[src/rtl/jpwm_pkg.sv]
package jpwm_pkg;

  typedef enum logic [1:0] {
    PL_LEFT   = 2'd0,
    PL_RIGHT  = 2'd1,
    PL_CENTER = 2'd2
  } place_t;

  function automatic place_t decode_place(input logic single_edge, input logic lead_edge);
    if (!single_edge) return PL_CENTER;
    else if (lead_edge) return PL_RIGHT;
    else return PL_LEFT;
  endfunction

endpackage

[src/rtl/jpwm_capture.sv]
module jpwm_capture
  import jpwm_pkg::*;
#(
  parameter int DW = 8
) (
  input  logic          clk,
  input  logic          rst_n,
  input  logic          load,
  input  logic [DW-1:0] code_in,
  input  place_t        place_in,
  output logic [DW-1:0] act_code_n,
  output place_t        act_place_n
);

  logic [DW-1:0] hold_code_q, hold_code_d;
  logic [DW-1:0] act_code_q, act_code_d;
  place_t        hold_place_q, hold_place_d;
  place_t        act_place_q, act_place_d;

  always_comb begin
    hold_code_d  = hold_code_q;
    hold_place_d = hold_place_q;
    act_code_d   = act_code_q;
    act_place_d  = act_place_q;
    if (load) begin
      hold_code_d  = code_in;
      hold_place_d = place_in;
      act_code_d   = hold_code_q;
      act_place_d  = hold_place_q;
    end
  end

  always_ff @(posedge clk or negedge rst_n) begin
    if (!rst_n) begin
      hold_code_q  <= '0;
      hold_place_q <= PL_LEFT;
      act_code_q   <= '0;
      act_place_q  <= PL_LEFT;
    end else if (load) begin
      hold_code_q  <= hold_code_d;
      hold_place_q <= hold_place_d;
      act_code_q   <= act_code_d;
      act_place_q  <= act_place_d;
    end
  end

  assign act_code_n  = act_code_d;
  assign act_place_n = act_place_d;

  AST_ACT_HOLD: assert property (@(posedge clk) disable iff (!rst_n)
    !load |=> ($stable(act_code_q) && $stable(act_place_q)));
  AST_ACT_FROM_HOLD: assert property (@(posedge clk) disable iff (!rst_n)
    load |=> (act_code_q == $past(hold_code_q)));

endmodule

[src/rtl/jpwm_slot_counter.sv]
module jpwm_slot_counter #(
  parameter int DW = 8
) (
  input  logic          clk,
  input  logic          rst_n,
  input  logic          restart,
  output logic [DW-1:0] slot_n
);

  logic [DW-1:0] slot_q, slot_d;

  always_comb begin
    if (restart) slot_d = '0;
    else         slot_d = slot_q + 1'b1;
  end

  always_ff @(posedge clk or negedge rst_n) begin
    if (!rst_n) slot_q <= '0;
    else        slot_q <= slot_d;
  end

  assign slot_n = slot_d;

  AST_SLOT_STEP: assert property (@(posedge clk) disable iff (!rst_n)
    !restart |=> (slot_q == $past(slot_q) + 1'b1));

endmodule

[src/rtl/jpwm_shaper.sv]
module jpwm_shaper
  import jpwm_pkg::*;
#(
  parameter int DW = 8
) (
  input  logic          clk,
  input  logic          rst_n,
  input  logic [DW-1:0] act_code,
  input  place_t        act_place,
  input  logic [DW-1:0] slot,
  input  logic          retrace,
  output logic          pwm_q
);

  localparam int SLOTS = 1 << DW;
  localparam logic [DW-1:0] CODE_FULL = '1;

  logic [DW-1:0] right_start;
  logic [DW:0]   span;
  logic [DW-1:0] center_lo;
  logic [DW:0]   center_end;
  logic          pulse_d, pwm_d;

  always_comb begin
    right_start = '0 - act_code;
    span        = (DW+1)'(SLOTS) - {1'b0, act_code};
    center_lo   = span[DW:1];
    center_end  = {1'b0, center_lo} + {1'b0, act_code};
    if (act_code == '0) begin
      pulse_d = 1'b0;
    end else if (act_code == CODE_FULL) begin
      pulse_d = 1'b1;
    end else begin
      unique case (act_place)
        PL_LEFT:  pulse_d = (slot < act_code);
        PL_RIGHT: pulse_d = (slot >= right_start);
        default:  pulse_d = (slot >= center_lo) && ({1'b0, slot} < center_end);
      endcase
    end
    pwm_d = retrace | pulse_d;
  end

  always_ff @(posedge clk or negedge rst_n) begin
    if (!rst_n) pwm_q <= 1'b0;
    else        pwm_q <= pwm_d;
  end

  AST_ZERO_LOW: assert property (@(posedge clk) disable iff (!rst_n)
    (act_code == '0 && !retrace) |=> !pwm_q);
  AST_FULL_HIGH: assert property (@(posedge clk) disable iff (!rst_n)
    (act_code == CODE_FULL) |=> pwm_q);
  AST_RETRACE_HIGH: assert property (@(posedge clk) disable iff (!rst_n)
    retrace |=> pwm_q);
  AST_LEFT_START: assert property (@(posedge clk) disable iff (!rst_n)
    (act_place == PL_LEFT && act_code != '0 && slot == '0) |=> pwm_q);
  AST_RIGHT_END: assert property (@(posedge clk) disable iff (!rst_n)
    (act_place == PL_RIGHT && act_code != '0 && slot == '1) |=> pwm_q);

endmodule

[src/rtl/justified_pwm.sv]
module justified_pwm
  import jpwm_pkg::*;
#(
  parameter int DW = 8
) (
  input  logic          clk,
  input  logic          rst_n,
  input  logic          period_stb,
  input  logic [DW-1:0] code,
  input  logic          single_edge,
  input  logic          lead_edge,
  input  logic          retrace,
  output logic          pwm_out
);

  logic          rst_meta_q, rst_sync_q;
  logic [DW-1:0] act_code_n;
  place_t        act_place_n;
  logic [DW-1:0] slot_n;
  place_t        place_in;

  always_ff @(posedge clk or negedge rst_n) begin
    if (!rst_n) begin
      rst_meta_q <= 1'b0;
      rst_sync_q <= 1'b0;
    end else begin
      rst_meta_q <= 1'b1;
      rst_sync_q <= rst_meta_q;
    end
  end

  assign place_in = decode_place(single_edge, lead_edge);

  jpwm_capture #(.DW(DW)) u_capture (
    .clk         (clk),
    .rst_n       (rst_sync_q),
    .load        (period_stb),
    .code_in     (code),
    .place_in    (place_in),
    .act_code_n  (act_code_n),
    .act_place_n (act_place_n)
  );

  jpwm_slot_counter #(.DW(DW)) u_counter (
    .clk     (clk),
    .rst_n   (rst_sync_q),
    .restart (period_stb),
    .slot_n  (slot_n)
  );

  jpwm_shaper #(.DW(DW)) u_shaper (
    .clk       (clk),
    .rst_n     (rst_sync_q),
    .act_code  (act_code_n),
    .act_place (act_place_n),
    .slot      (slot_n),
    .retrace   (retrace),
    .pwm_q     (pwm_out)
  );

  AST_RESET_LOW: assert property (@(posedge clk)
    !rst_sync_q |-> !pwm_out);

endmodule

[config.mk]
export PLATFORM = sky130hd
export DESIGN_NAME = justified_pwm
export DESIGN_NICKNAME = d
export VERILOG_FILES = /design/src/rtl/jpwm_pkg.sv /design/src/rtl/jpwm_capture.sv /design/src/rtl/jpwm_slot_counter.sv /design/src/rtl/jpwm_shaper.sv /design/src/rtl/justified_pwm.sv
export SDC_FILE = /design/constraint.sdc
export NUM_CORES = 1
export LEC_CHECK = 0
export BUFFER_PORTS_ARGS = -buffer_cell sky130_fd_sc_hd__buf_4
export CAP_MARGIN = 20
export CORE_MARGIN = 4
export CORE_UTILIZATION = 47
export CTS_CLUSTER_DIAMETER = 30
export DETAILED_ROUTE_END_ITERATION = 12
export HOLD_SLACK_MARGIN = 0.1
export MAX_ROUTING_LAYER = met4
export PLACE_DENSITY = 0.61
export RECOVER_POWER = 50
export SLEW_MARGIN = 5
export SYNTH_ARGS = -nofsm -noshare
export SYNTH_HDL_FRONTEND = slang
export SYNTH_SLANG_ARGS = --single-unit
export TNS_END_PERCENT = 5
[constraint.sdc]
create_clock -name clk -period 2.11 [get_ports clk]
set_input_delay 0 -clock clk [delete_from_list [all_inputs] [get_ports clk]]
set_output_delay 0 -clock clk [all_outputs]
set_load 0.005 [all_outputs]
Word-level counts from Yosys, hierarchy flattened --
Index checks and enable logic that the tools add are counted.
Word-level totals: input port bits 14, bits in registers 31, word-level logic and storage cells 30
Operators by class: magnitude comparators 4, muxes and demuxes 8, bitwise logic cells 1, add/sub/neg operators 4, reduce and logical (&&, ||, !) cells 3, equal/unequal tests 2
Operator list (count):
- greater-or-equal comparator 8 bit | 2
- two-way mux 8 bit | 2
- adder 8 x 8 -> 9 bit | 1
- less-than comparator 8 x 9 -> 1 bit | 1
- subtractor 9 x 8 -> 9 bit, first input constant | 1
- adder 8 x 1 -> 8 bit, second input constant | 1
- equality test 8 bit, second input constant | 1
- zero test 8 bit | 1
- less-than comparator 8 bit | 1
- subtractor 1 x 8 -> 8 bit, first input constant | 1
- two-way mux 2 bit | 2
- two-way mux 1 bit | 3
- equality test 2 x 1 -> 1 bit, second input constant | 1
- zero test 2 bit | 1
- case mux 1 bit (2 select lines) | 1
- logical AND 1 bit | 1
- bitwise OR 1 bit | 1

Longest topological paths before layout --
Gate-level depths: netlist of the first run.
depth after elaboration 9, gate-level depth with buffers 20, depth with buffers taken out 16

By module --
Synthesis of the first run repeated with hierarchy kept, for this count alone.
Second synthesis, totals: cells, all modules 252, area total of the unflattened synthesis 2691.3 µm²
By module, submodules not included:
- jpwm_shaper | area an instance 1290.0 µm², instances 1, cells an instance 160, sequential area each 25.0 µm²
- jpwm_capture | area an instance 984.7 µm², instances 1, cells an instance 53, sequential area each 500.5 µm²
- jpwm_slot_counter | area an instance 352.8 µm², instances 1, cells an instance 34, sequential area each 200.2 µm²
- justified_pwm | area an instance 63.8 µm², instances 1, cells an instance 5, sequential area each 50.0 µm²

Worst setup path after synthesis of the first run --
Ideal clock, no wire load.
path kind input to register, start point in period_stb, end point reg u_shaper.pwm_q, cell stages on the path 20, setup time 66 ps, arrival 3599 ps, path slack -1555 ps, cell sequence buf_2 > buf_4 > buf_2 > buf_1 > o21ai_0 > inv_1 > ha_1 > clkbuf_1 > nand4b_1 > o21ai_0 > mux2i_1 > a21oi_1 > xnor2_1 > ha_1 > a21o_1 > a211oi_1 > o21ai_0 > a21o_1 > a311oi_1 > o32a_1
On the way: word-level cells in the longest chain between the ends 9, elaborated cells between the ends (all ways) 19, those cells by class add/sub (3); order compare (4); eq/ne (2); mux (6); bitwise (1); reduce/logical (3)
Ends and longest elaborated chain:
- start: declaration | RTL line justified_pwm.sv:8 | input logic period_stb,
- two-way mux 8 bit (*) | RTL line jpwm_capture.sv:25 | if (load) begin
- net act_code_n[1] | RTL line justified_pwm.sv:17 | logic [DW-1:0] act_code_n;
- subtractor 9 x 8 -> 9 bit | RTL line jpwm_shaper.sv:26 | span = (DW+1)'(SLOTS) - {1'b0, act_code};
- adder 8 x 8 -> 9 bit | RTL line jpwm_shaper.sv:28 | center_end = {1'b0, center_lo} + {1'b0, act_code};
- less-than comparator 8 x 9 -> 1 bit | RTL line jpwm_shaper.sv:37 | default: pulse_d = (slot >= center_lo) && ({1'b0, slot} < center_end);
- logical AND 1 bit | RTL line jpwm_shaper.sv:37
- case mux 1 bit (2 select lines) | RTL line jpwm_shaper.sv:34 | unique case (act_place)
- two-way mux 1 bit | RTL line jpwm_shaper.sv:31 | end else if (act_code == CODE_FULL) begin
- two-way mux 1 bit (*) | RTL line jpwm_shaper.sv:29 | if (act_code == '0) begin
- bitwise OR 1 bit (*) | RTL line jpwm_shaper.sv:40 | pwm_d = retrace | pulse_d;
- net u_shaper.pwm_d | RTL line jpwm_shaper.sv:22 | logic pulse_d, pwm_d;
- end signal: assignment | RTL line jpwm_shaper.sv:45 | else pwm_q <= pwm_d;
- end: declaration | RTL line jpwm_shaper.sv:12 | output logic pwm_q
Mark *: on every way through the listed nets, which the timed path passes. The rest lies on a longest branch. A chain may end at the register's enable or synchronous reset.

Worst setup path after layout of the first run --
start point reg u_capture.act_code_q[1], end point reg u_shaper.pwm_q
On the way: word-level cells in the longest chain between the ends 9, elaborated cells between the ends (all ways) 15, those cells by class add/sub (3); order compare (4); eq/ne (1); mux (4); bitwise (1); reduce/logical (2)
Ends and longest elaborated chain:
- start: declaration | RTL line jpwm_capture.sv:16 | logic [DW-1:0] act_code_q, act_code_d;
- start signal: assignment | RTL line jpwm_capture.sv:42 | act_code_q <= act_code_d;
- two-way mux 8 bit (*) | RTL line jpwm_capture.sv:25
- subtractor 9 x 8 -> 9 bit | RTL line jpwm_shaper.sv:26
- adder 8 x 8 -> 9 bit | RTL line jpwm_shaper.sv:28
- less-than comparator 8 x 9 -> 1 bit | RTL line jpwm_shaper.sv:37
- logical AND 1 bit | RTL line jpwm_shaper.sv:37
- case mux 1 bit (2 select lines) | RTL line jpwm_shaper.sv:34
- two-way mux 1 bit | RTL line jpwm_shaper.sv:31
- two-way mux 1 bit (*) | RTL line jpwm_shaper.sv:29
- bitwise OR 1 bit (*) | RTL line jpwm_shaper.sv:40
- net u_shaper.pwm_d | RTL line jpwm_shaper.sv:22
Marked as above.

==> results of run 1 <==
path summary, 6_finish.rpt:
path | from | to | cells after the start
setup / recovery | u_capture.act_code_q[1]$_DFFE_PN0P_ | u_shaper.pwm_q$_DFF_PN0_ | 14
hold / removal | period_stb | u_capture.hold_code_q[3]$_DFFE_PN0P_ | 3
setup reg to reg | u_capture.act_code_q[1]$_DFFE_PN0P_ | u_shaper.pwm_q$_DFF_PN0_ | 14
hold reg to reg | rst_meta_q$_DFF_PN0_ | rst_sync_q$_DFF_PN0_ | 0
max in group asynchronous | rst_sync_q$_DFF_PN0_ | u_capture.act_code_q[7]$_DFFE_PN0P_ | 1
min in group asynchronous | rst_sync_q$_DFF_PN0_ | u_capture.act_code_q[1]$_DFFE_PN0P_ | 1
flip-flops by register name, summed over array words and instances, names as in the netlist:
register                flops
u_counter.slot_q            8
u_capture.hold_code_q       8
u_capture.act_place_q       2
u_shaper.pwm_q              1
rst_meta_q                  1
rst_sync_q                  1
u_capture.act_code_q        8
u_capture.hold_place_q      2
cell type report:
| class | instances | area, um2 |
|---|---|---|
| clock buffer | 6 | 82.6 |
| clock inverter | 2 | 35.0 |
| fill | 380 | 1370 |
| inverter | 25 | 93.8 |
| multi-input combinational | 187 | 1660 |
| sequential | 31 | 776 |
| tap | 67 | 83.8 |
| timing repair buffer | 100 | 785 |
tightest hold or removal path, cell delays in order:
cell and delay (ps):
buf_4 170, buf_4 130, mux2_2 130
Yosys cell counts, types with 5 or more instances:
cell / n
ha_1: 39
dfrtp_1: 31
inv_1: 25
mux2_2: 13
nor2_1: 13
o21ai_0: 13
xnor2_1: 13
nand3_1: 10
a21oi_1: 9
nand2_1: 9
mux2i_1: 6
xor2_1: 6
nor3_1: 5
repair_timing:
item	in CTS	in global routing
resized for setup	8	6
hold buffers	13	0
setup buffers	6	0
pin swaps	15	5
setup endpoints to repair	1	1
hold endpoints to repair	13	0
cells in the final DEF (no fill, tap or decap), types with 3 or more instances in the layout:
cell type	n
buf_4	85
ha_1	37
dfrtp_1	31
inv_1	22
dlygate4sd3_1	13
mux2_2	12
nor2_1	11
xnor2_1	11
nand3_1	10
o21ai_0	10
a21oi_1	8
nand2_1	7
xor2_1	6
clkbuf_8	6
mux2i_1	5
nor3_1	4
a21o_1	4
nor4_1	3
nand2b_1	3
inv_2	3
o21a_1	3
power groups by stage:
stage / clock network (mW) / logic [mW] / registers [mW]
floorplan: 0 / 0.585 / 0.700
global placement: 0 / 0.958 / 0.691
detailed placement: 0 / 0.975 / 0.693
CTS: 0.638 / 1.05 / 0.680
global route: 0.667 / 1.19 / 0.688
finish: 0.624 / 1.08 / 0.680
per-layer routing:
| layer | up-vias | GRT usage [%] | share of wire, % |
|---|---|---|---|
| li1 | 1098 | - | - |
| met1 | 1016 | 25.5 | 46 |
| met2 | 21 | 36.8 | 49 |
| met3 | 13 | 3.25 | 1.7 |
| met4 | 0 | 9.46 | 2.9 |
| met5 | - | - | 0 |
kinds of logic after synthesis:
group / Yosys count
adder cells (fa/ha/maj): 39
XOR/XNOR: 19
multiplexers: 19
flip-flops: 31
other: 1
buffers and inverters: 31
AO/OA/AOI/OAI: 49
AND/OR/NAND/NOR: 60
==> key figures, run 1 <==
Outcome
  • Status: complete, but fails checks
  • Failing checks: setup timing

Logic synthesis
  • Synth warnings: 0
  • Syn Std Cell Area: between 0.002 and 0.0025 mm2
  • Synth Area in XOR/XNOR: 6.81%
  • Yosys top cell by area: dfrtp_1
  • Seq cells post-synth: 31
  • Area contributors post-synth: dfrtp_1, ha_1, mux2_2, xnor2_1, inv_1
  • Syn Nets: a little over 300
  • Post-synthesis cell count: 249
  • Sequential-to-total area share from yosys stat: a little under a third
  • Top-area cell type share of the netlist area: around a third
  • Post-Synth Simple-Gate Area: 13.3%
  • Yosys cell types: 50
  • Post-synth EDFFs: 0
  • Combinational family with the most area after synthesis: adder cells
  • Avg Cell Area, Syn: slightly below 10 um2
  • Post-synthesis compound-gate area fraction: between 10 and 15%
  • Async S/R FF share, synth: 100%
  • Synth Flop Type: dfrtp_1
  • Adder-cell share of the synthesized area: 20.0%
  • Post-synthesis mux area share: under 10%

Die
  • Initial Utilization: about 50%
  • Die height: approximately 80 um
  • Row cnt: 25
  • Core Footprint: between 0.004 and 0.005 mm2
  • I/O pin count: 15
  • Die area: roughly 0.0064 mm2
  • Die width: ~80 um

Timing
  • RSZ-0062 raised after global routing: yes
  • Final worst setup slack: -927 ps
  • Final Hold Fails: 0
  • Fmax: between 300 and 400 MHz
  • Hold_ws: around 180 ps
  • Slew Viols, Final: 0
  • Max-slew headroom: between 40% and 50%
  • Crit path time final: around 3000 ps
  • Skew final: 7.81 ps
  • Worst Tran Pin Value: 754 ps
  • Setup_tns: -927 ps
  • Final Setup Violations: 1
  • Final period util: 144%

Power and ir drop
  • Comb power frac: between 40% and 50%
  • Power Total: between 2 and 2.5 mW
  • Leakage power: between 1.5 and 2 nW
  • Int Power: between 1.5 and 2 mW
  • Max VDD drop: slightly above 0.0005 V
  • NetSw: about 0.8 mW
  • Sw Share: between 30% and 40%
  • PD cells: 677 mW/mm2
  • Clk network pwr share: between 20% and 30%
  • Seq pwr share: between 20% and 30%

Setup path
  • Cell Chain, Critical Path: buf_4, nor4_1, a21oi_1, nand2b_1, xnor2_2, ha_1, inv_2, o31ai_2, xnor2_1, ha_1, o21a_1, a21o_1, a311oi_2, o32a_1
  • Most used cell, CP: ha_1
  • CP endpoint kind: flip-flop
  • Reg2Reg Setup Slack: -930 ps
  • CP Data Required Time: around 2300 ps
  • WS Path Type: flip-flop to flip-flop
  • Slowest cell on crit path: dfrtp_1
  • Crit path DAT: 3270 ps
  • Crit path max-delay family: compound AO/OA/AOI/OAI gates
  • Crit path launch type: flip-flop
  • Buf+Inv Stages, Crit Path: 2
  • Max incr delay on CP: 380 ps
  • Crit path max fanout: 4

Placement
  • Final Wtd Congestion: 0.865
  • Dpl cells: 391
  • Post-DP Area: ~0.0032 mm2
  • Post-DP HPWL: approximately 4400 um
  • Input/output buffers: 14
  • Worst slack, placed: -915 ps

Route
  • Detailed Routing Iterations Pass 1: 4
  • Starting DRT DRC Count: 40
  • Vias: 2,148
  • Avg WL per Cell: 14.0 um
  • Via/cell ratio: roughly 5.1
  • DRC: 0
  • DRT Wirelength: 5830 um
  • Post-DRT Antenna Nets: 0

Cells and area
  • Post-route cell area: 0.00351 mm2
  • Share of cells above drive strength 1: between 30% and 40%
  • Utilization after layout: a little under three quarters
  • Final std cells w/o fill: 418
  • N_diodes: 0
  • Area Overhead vs Synth: 43.8%
  • Final #Nets: about 400

Flow run
  • Max Cap Viol: 0

Global route
  • Total global routing overflow: 0
  • Number of antenna violations at the first check in global routing: 0
  • First-pass GRT wire length: roughly 10,000 um
  • Largest net degree at the start of global routing: 30
  • Number of global-route vias before repair: 2,260
  • All-Layer GR Usage: between 20% and 30%

CTS
  • CTS tree: built
  • H-tree depth: 2
  • CTS max path bufs: 2
  • Clk_lat worst skew: between 200 and 300 ps
  • Clk slew on worst S/H paths: about 70 ps
  • CTS Sinks: 31
  • Root Driver: clkbuf_8
  • CTS Buf Count: 5

Worst hold path
  • HP Class: input pin to flip-flop
No activity file was read; power rests on OpenSTA's default activity.
==> run 2, diff against run 1 <==
Settings changed: CTS_CLUSTER_DIAMETER 30 to 60, RECOVER_POWER 50 to 100.
==> run 2 against run 1 <==
Effect of this change:
- maximum frequency decreased by 0.47%
- highest routed layer unchanged
- final area decreased by 0.85%
- the run still ends with setup timing left
- sequential cell count unchanged
- die area unchanged
- combinational power about the same
==> key figures, run 2 (same netlist as run 1, synthesis figures left out) <==
Worst hold path
  • HP Class: input pin to flip-flop

Setup path
  • Crit path launch type: flip-flop
  • Crit path max fanout: 4 (unchanged)
  • Slowest cell on crit path: dfrtp_1
  • Crit path DAT: 3280 ps (about the same)
  • Most used cell, CP: ha_1
  • CP Data Required Time: 2340 ps (about the same)
  • WS Path Type: flip-flop to flip-flop
  • Buf+Inv Stages, Crit Path: 2 (unchanged)
  • Cell Chain, Critical Path: buf_4, nor4_1, a21oi_1, nand2b_1, xnor2_2, ha_1, inv_2, o31ai_2, xnor2_1, ha_1, o21a_1, a21o_1, a311oi_2, o32a_1
  • Crit path max-delay family: compound AO/OA/AOI/OAI gates
  • CP endpoint kind: flip-flop
  • Max incr delay on CP: 380 ps (about the same)

Placement
  • Post-DP HPWL: 4390 um (unchanged)
  • Input/output buffers: 14 (unchanged)
  • Final Wtd Congestion: 0.865 (unchanged)

Route
  • Post-DRT Antenna Nets: 0 (unchanged)
  • Detailed Routing Iterations Pass 1: 4 (unchanged)
  • Starting DRT DRC Count: 48 (+20%)
  • Via/cell ratio: 5.14 (about the same)
  • Avg WL per Cell: 14.0 um (+0.15%)
  • DRT Wirelength: 5840 um (+0.15%)
  • DRC: 0 (unchanged)
  • Vias: 2,150 (+0.093%)

Power and ir drop
  • Int Power: 1.58 mW (-1.1%)
  • PD cells: 678 mW/mm2 (about the same)
  • Comb power frac: 44.8% (-0.4 points)
  • Seq pwr share: 28.8% (+0.2 points)
  • NetSw: 0.777 mW (-0.17%)
  • Leakage power: 1.74 nW (-1.8%)
  • Sw Share: 32.9% (+0.20 points)
  • Clk network pwr share: 26.3% (about the same)
  • Max VDD drop: 0.000514 V (about the same)
  • Power Total: 2.36 mW (-0.77%)

Timing
  • Fmax: 328 MHz (-0.47%)
  • Final worst setup slack: -942 ps (-14.4 ps)
  • Final period util: 145% (+0.68 points)
  • Final Hold Fails: 0 (unchanged)
  • Skew final: 6.33 ps (-1.48 ps)
  • Crit path time final: 3050 ps (+14.4 ps)
  • RSZ-0062 raised after global routing: yes
  • Worst Tran Pin Value: 751 ps (-2.85 ps)
  • Slew Viols, Final: 0 (unchanged)
  • Max-slew headroom: 50.0% (+0.19 points)
  • Final Setup Violations: 1 (unchanged)

CTS
  • CTS tree: built
  • CTS Buf Count: 5 (unchanged)
  • Root Driver: clkbuf_8
  • H-tree depth: 2 (unchanged)
  • CTS Sinks: 31 (unchanged)
  • CTS max path bufs: 2 (unchanged)
  • Clk slew on worst S/H paths: 70 ps (about the same)
  • Clk_lat worst skew: 290 ps (about the same)

Global route
  • Number of global-route vias before repair: 2,260 (unchanged)
  • Total global routing overflow: 0 (unchanged)
  • Number of antenna violations at the first check in global routing: 0 (unchanged)
  • All-Layer GR Usage: 21.7% (unchanged)
  • Largest net degree at the start of global routing: 30 (unchanged)
  • First-pass GRT wire length: 10,400 um (unchanged)

Die
  • Die width: 80.1 um (unchanged)
  • Die area: 0.00642 mm2 (unchanged)
  • Core Footprint: 0.00488 mm2 (unchanged)
  • Initial Utilization: 50.1% (unchanged)
  • Row cnt: 25 (unchanged)
  • I/O pin count: 15 (unchanged)
  • Die height: 80.1 um (unchanged)

Cells and area
  • Layout fillers: 390 (+2.6%)
  • Commonest non-fill, non-tap cell in the layout: buf_4
  • Most frequent cells in the layout: buf_4, ha_1, dfrtp_1
  • Share of cells above drive strength 1: 35.6% (-2.6 points)
  • Regs by FF count: u_capture.act_code_q x8, u_capture.hold_code_q x8, u_counter.slot_q x8
  • Area Overhead vs Synth: 42.5%
  • Final #Nets: 403 (unchanged)
  • Utilization after layout: 71.4% (-0.62 points)
  • Multi-input gate area in the final layout: 0.00166 mm2 (unchanged)
  • N_diodes: 0 (unchanged)
  • Reg area: 776 um2 (unchanged)

Flow run
  • Max Cap Viol: 0 (unchanged)

Outcome
  • Status: complete, but fails checks
  • Failing checks: setup timing
[run 2: cell count changes in the layout (fill, tap and decap cells not counted)]
| cell | previous run | this run |
|---|---|---|
| mux2_2 | 12 | 11 |
| buf_4 | 85 | 72 |
| clkbuf_4 | 0 | 5 |
| mux2_1 | 0 | 1 |
| clkbuf_1 | 0 | 8 |
[run 2: layout make-up]
type	count	area share [%]
Timing Repair Buffer	100	21.7
Inverter	25	2.69
Clock buffer	6	2.37
Sequential cell	31	22.3
Clock inverter	2	1.01
Tap cell	67	2.41
Multi-Input combinational cell	187	47.6
[run 2: per-layer routing]
metal | share of wire, % | vias to the layer above | global-route usage [%] | wire, um
li1 | - | 1099 | - | -
met1 | 46 | 1015 | 25.5 | 2690
met2 | 49 | 23 | 36.8 | 2870
met3 | 1.9 | 13 | 3.25 | 112
met4 | 2.9 | 0 | 9.46 | 167
met5 | 0 | - | - | 0
[run 2: through the flow]
stage	hold slack (ps)	cells	cell area (um2)	setup slack, ps	setup TNS, ps
detailed placement	-213	391	3160	-915	-915
floorplan	-296	249	2530	-893	-893
global placement	-216	391	3160	-869	-869
CTS	179	418	3480	-890	-890
global route	188	418	3480	-1090	-1090
finish	181	418	3480	-942	-942
[run 2: worst paths after layout]
kind / startpoint / end / slack (ps) / depth (start not counted)
max reg2reg: u_capture.act_code_q[1]$_DFFE_PN0P_ / u_shaper.pwm_q$_DFF_PN0_ / -940 / 14
min: period_stb / u_capture.hold_code_q[3]$_DFFE_PN0P_ / 180 / 3
min in group asynchronous: rst_sync_q$_DFF_PN0_ / u_capture.act_code_q[1]$_DFFE_PN0P_ / 400 / 1
max in group asynchronous: rst_sync_q$_DFF_PN0_ / u_capture.act_code_q[7]$_DFFE_PN0P_ / 1240 / 1
max: u_capture.act_code_q[1]$_DFFE_PN0P_ / u_shaper.pwm_q$_DFF_PN0_ / -940 / 14
min reg2reg: rst_meta_q$_DFF_PN0_ / rst_sync_q$_DFF_PN0_ / 370 / 0
[run 2: power by group through the flow]
stage               clock (mW)  combinational, mW  sequential, mW
global route             0.667               1.17           0.687
finish                   0.622               1.06           0.680
CTS                      0.638               1.05           0.680
floorplan                    0              0.585           0.700
global placement             0              0.958           0.691
detailed placement           0              0.975           0.693
[run 2: repair_timing]
item	CTS	global route
gates resized for setup	8	6
pin swaps	15	5
endpoints found under the setup margin	1	1
hold endpoints to repair	13	0
buffers inserted	6	0
hold buffers	13	0
[run 2: worst min-delay path: stages]
cell,delay [ps]
buf_4,170
buf_4,130
mux2_2,130
==> run 3, diff against run 2 <==
Settings changed: HOLD_SLACK_MARGIN 0.1 to 0.15, PLACE_DENSITY 0.61 to 0.63, SYNTH_HIERARCHICAL from default to 1.
Clock period 2.11 ns to 2.5 ns, I/O delays scaled along.
==> run 3 against run 2 <==
Effect of this change:
- the flow finishes with violations (capacitance limit, slew limit, setup timing)
- largest cell class unchanged
- critical path depth rose by 1
- clock power fell by 17%
- clock skew fell by 3.7 ps
- largest power group unchanged
- critical endpoint is now u_shaper/pwm_q$_DFF_PN0_
==> key figures, run 3 <==
Power and ir drop
  • NetSw: 0.748 mW (-3.7%)
  • PD cells: 597 mW/mm2 (-12%)
  • Int Power: 1.51 mW (-5.0%)
  • Max VDD drop: 0.000374 V (-27%)
  • Comb power frac: 51.6% (+6.8 points)
  • Leakage power: 1.87 nW (+7.3%)
  • Sw Share: 33.2% (+0.30 points)
  • Clk network pwr share: 22.8% (-3.5 points)
  • Seq pwr share: 25.5% (-3.3 points)

CTS
  • Clk_lat worst skew: 280 ps (about the same)
  • Root Driver: clkbuf_8
  • Clk slew on worst S/H paths: 70 ps (about the same)
  • CTS Buf Count: 5 (unchanged)
  • CTS Sinks: 31 (unchanged)
  • H-tree depth: 2 (unchanged)
  • CTS max path bufs: 2 (unchanged)
  • CTS tree: built

Route
  • Detailed Routing Iterations Pass 1: 4 (unchanged)
  • DRC: 0 (unchanged)
  • Via/cell ratio: 5.27 (+2.5%)
  • Starting DRT DRC Count: 103 (+110%)
  • Post-DRT Antenna Nets: 0 (unchanged)
  • DRT Wirelength: 6390 um (+9.4%)
  • Vias: 2,266 (+5.4%)
  • Avg WL per Cell: 14.9 um (+6.3%)

Timing
  • Slew Viols, Final: 30 (+30)
  • Final period util: 131% (-13 points)
  • Crit path time final: 3290 ps (+234 ps)
  • Skew final: 2.60 ps (-3.73 ps)
  • Final Hold Fails: 0 (unchanged)
  • Setup_tns: -786 ps (+156 ps)
  • RSZ-0062 raised after global routing: yes
  • Fmax: 304 MHz (-7.1%)
  • Final Setup Violations: 1 (unchanged)
  • Max-slew headroom: -5.20% (-55 points)
  • Worst Tran Pin Value: 1580 ps (+827 ps)
  • Final worst setup slack: -786 ps (+156 ps)
  • Hold_ws: 236 ps (+55.2 ps)

Logic synthesis
  • Yosys cell types: 46 (-8.0%)
  • Avg Cell Area, Syn: 10.7 um2 (+8.8%)
  • Sequential-to-total area share from yosys stat: 28.8% (-2.9 points)
  • Seq cells post-synth: 31 (unchanged)
  • Yosys top cell by area: dfrtp_1
  • Area contributors post-synth: dfrtp_1, ha_1, mux2_4, xnor2_1, inv_1
  • Syn Nets: 306 (+1.3%)
  • Top-area cell type share of the netlist area: 28.8% (-2.9 points)
  • Async S/R FF share, synth: 100% (unchanged)
  • Synth warnings: 6 (+6)
  • Post-synthesis cell count: 252 (+1.2%)
  • Synth Flop Type: dfrtp_1
  • Post-synth EDFFs: 0 (unchanged)
  • Post-synth top cells: ha_1, dfrtp_1, mux2_4
  • Syn Std Cell Area: 0.00269 mm2 (+10%)
  • Count leader, synth: ha_1

Die
  • Die width: 83.7 um (+4.5%)
  • Initial Utilization: 48.6% (-1.5 points)
  • I/O pin count: 15 (unchanged)
  • Core Footprint: 0.00554 mm2 (+14%)
  • Die area: 0.00700 mm2 (+9.1%)
  • Die height: 83.7 um (+4.5%)
  • Row cnt: 27 (+8.0%)

Setup path
  • Crit path max-delay family: compound AO/OA/AOI/OAI gates
  • Buf+Inv Stages, Crit Path: 1 (-1)
  • Slowest cell on crit path: dfrtp_1
  • CP endpoint kind: flip-flop
  • Reg2reg start: u_capture/act_code_q[0]$_DFFE_PN0P_
  • Crit path DAT: 3480 ps (+200 ps)
  • Setup crit start: u_capture/act_code_q[0]$_DFFE_PN0P_
  • Max incr delay on CP: 380 ps (about the same)
  • Most used cell, CP: ha_1
  • Cell Chain, Critical Path: mux2_4, inv_4, ha_4, nand4_1, xnor2_2, ha_1, a21o_1, a41oi_2, xor2_1, ha_1, a211oi_2, o21ai_1, o221ai_1, o211ai_1, a41oi_1
  • Crit path launch type: flip-flop
  • WS Path Type: flip-flop to flip-flop
  • Crit path max fanout: 5 (+1)
  • CP Data Required Time: 2690 ps (+350 ps)

Global route
  • Number of global-route vias before repair: 2,410 (+6.6%)
  • Total global routing overflow: 0 (unchanged)
  • All-Layer GR Usage: 19.6% (-2.1 points)
  • Number of antenna violations at the first check in global routing: 0 (unchanged)
  • First-pass GRT wire length: 11,200 um (+7.7%)
  • Largest net degree at the start of global routing: 30 (unchanged)

Cells and area
  • Commonest non-fill, non-tap cell in the layout: buf_4
  • Area Overhead vs Synth: 40.3%
  • Most frequent cells in the layout: buf_4, ha_1, dfrtp_1
  • Final #Nets: 411 (+2.0%)
  • Share of cells above drive strength 1: 41.6% (+6.0 points)
  • Utilization after layout: 68.2% (-3.2 points)
  • N_diodes: 0 (unchanged)
  • Regs by FF count: u_capture/act_code_q x8, u_capture/hold_code_q x8, u_counter/slot_q x8
  • Post-route cell area: 0.00378 mm2 (+8.4%)

Outcome
  • Status: complete, but fails checks
  • Failing checks: capacitance limit, slew limit, setup timing

Placement
  • Final Wtd Congestion: 0.904 (+4.5%)
  • Post-DP HPWL: 4890 um (+11%)
  • Input/output buffers: 14 (unchanged)
  • Post-DP Area: 0.00340 mm2 (+7.6%)

Worst hold path
  • Hold_sp: period_stb
  • HP Class: input pin to flip-flop

Flow run
  • Max Cap Viol: 1 (+1)
-- run 3: cell count changes after synthesis, moves of 5 or more --
cell     delta
mux2_2     -13
buf_6       +5
inv_1       -6
nand3_1     -5
mux2_4     +31
mux2i_1     -6
-- run 3: cells by family (layout without fill, tap and decap cells) --
kind of cell | after synthesis | after routing | share of synthesized area [%]
AO/OA/AOI/OAI | 50 | 50 | 13.0
adder cells (fa/ha/maj) | 40 | 40 | 18.6
multiplexers | 31 | 31 | 17.3
AND/OR/NAND/NOR | 50 | 50 | 9.95
buffers and inverters | 29 | 135 | 5.72
other | 1 | 1 | 0.139
flip-flops | 31 | 31 | 28.8
XOR/XNOR | 20 | 20 | 6.51
-- run 3: power groups by stage --
stage	registers, mW	clock network (mW)	logic (mW)
6_report	0.575	0.515	1.16
5_1_grt	0.581	0.555	1.28
4_1_cts	0.576	0.527	1.14
3_5_place_dp	0.585	0	1.04
3_3_place_gp	0.582	0	1.01
2_1_floorplan	0.588	0	0.645
-- run 3: worst register-to-register path, cell delays in order (launching register included) --
cell      delay, ps
dfrtp_1         380
mux2_4          310
inv_4            80
ha_4            170
nand4_1         160
xnor2_2         180
ha_1            310
a21o_1          180
a41oi_2         190
xor2_1          170
ha_1            290
a211oi_2        190
o21ai_1          90
o221ai_1        190
o211ai_1        120
a41oi_1         180
-- run 3: final timing paths --
path / slack [ps] / end / cells past startpoint
max reg2reg: -790 / u_shaper/pwm_q$_DFF_PN0_ / 15
min reg2reg: 370 / rst_sync_q$_DFF_PN0_ / 0
min: 240 / u_capture/hold_code_q[4]$_DFFE_PN0P_ / 3
max: -790 / u_shaper/pwm_q$_DFF_PN0_ / 15
max in group asynchronous: 840 / u_capture/act_code_q[7]$_DFFE_PN0P_ / 1
min in group asynchronous: 610 / rst_meta_q$_DFF_PN0_ / 3
-- run 3: area by class of cell --
class	count	area (um2)
Tap cell	72	90.1
Inverter	19	76.3
Multi-Input combinational cell	192	1870
Clock buffer	6	82.6
Sequential cell	31	776
Clock inverter	2	35.0
Fill cell	432	1760
Timing Repair Buffer	108	847
-- run 3: per-layer routing --
layer | routed length, um | GRT usage (%)
met1 | 2900 | 24.3
met2 | 3220 | 34.4
met3 | 195 | 3.26
met4 | 73 | 2.63
met5 | 0 | -
-- run 3: timing repair --
| action | 4_1_cts | 5_1_grt |
|---|---|---|
| hold endpoints to repair | 14 | 0 |
| hold buffers | 14 | 0 |
| endpoints found under the setup margin | 1 | 1 |
| setup buffers | 6 | 2 |
| resized for setup | 14 | 7 |
| pin swaps | 20 | 13 |
| gates cloned | 0 | 0 |
-- run 3: through the flow --
step | std cells | setup slack [ps] | power [mW]
finish | 430 | -786 | 2.25
global route | 430 | -954 | 2.42
CTS | 428 | -799 | 2.25
detailed placement | 400 | -869 | 1.62
global placement | 400 | -912 | 1.59
floorplan | 252 | -780 | 1.23
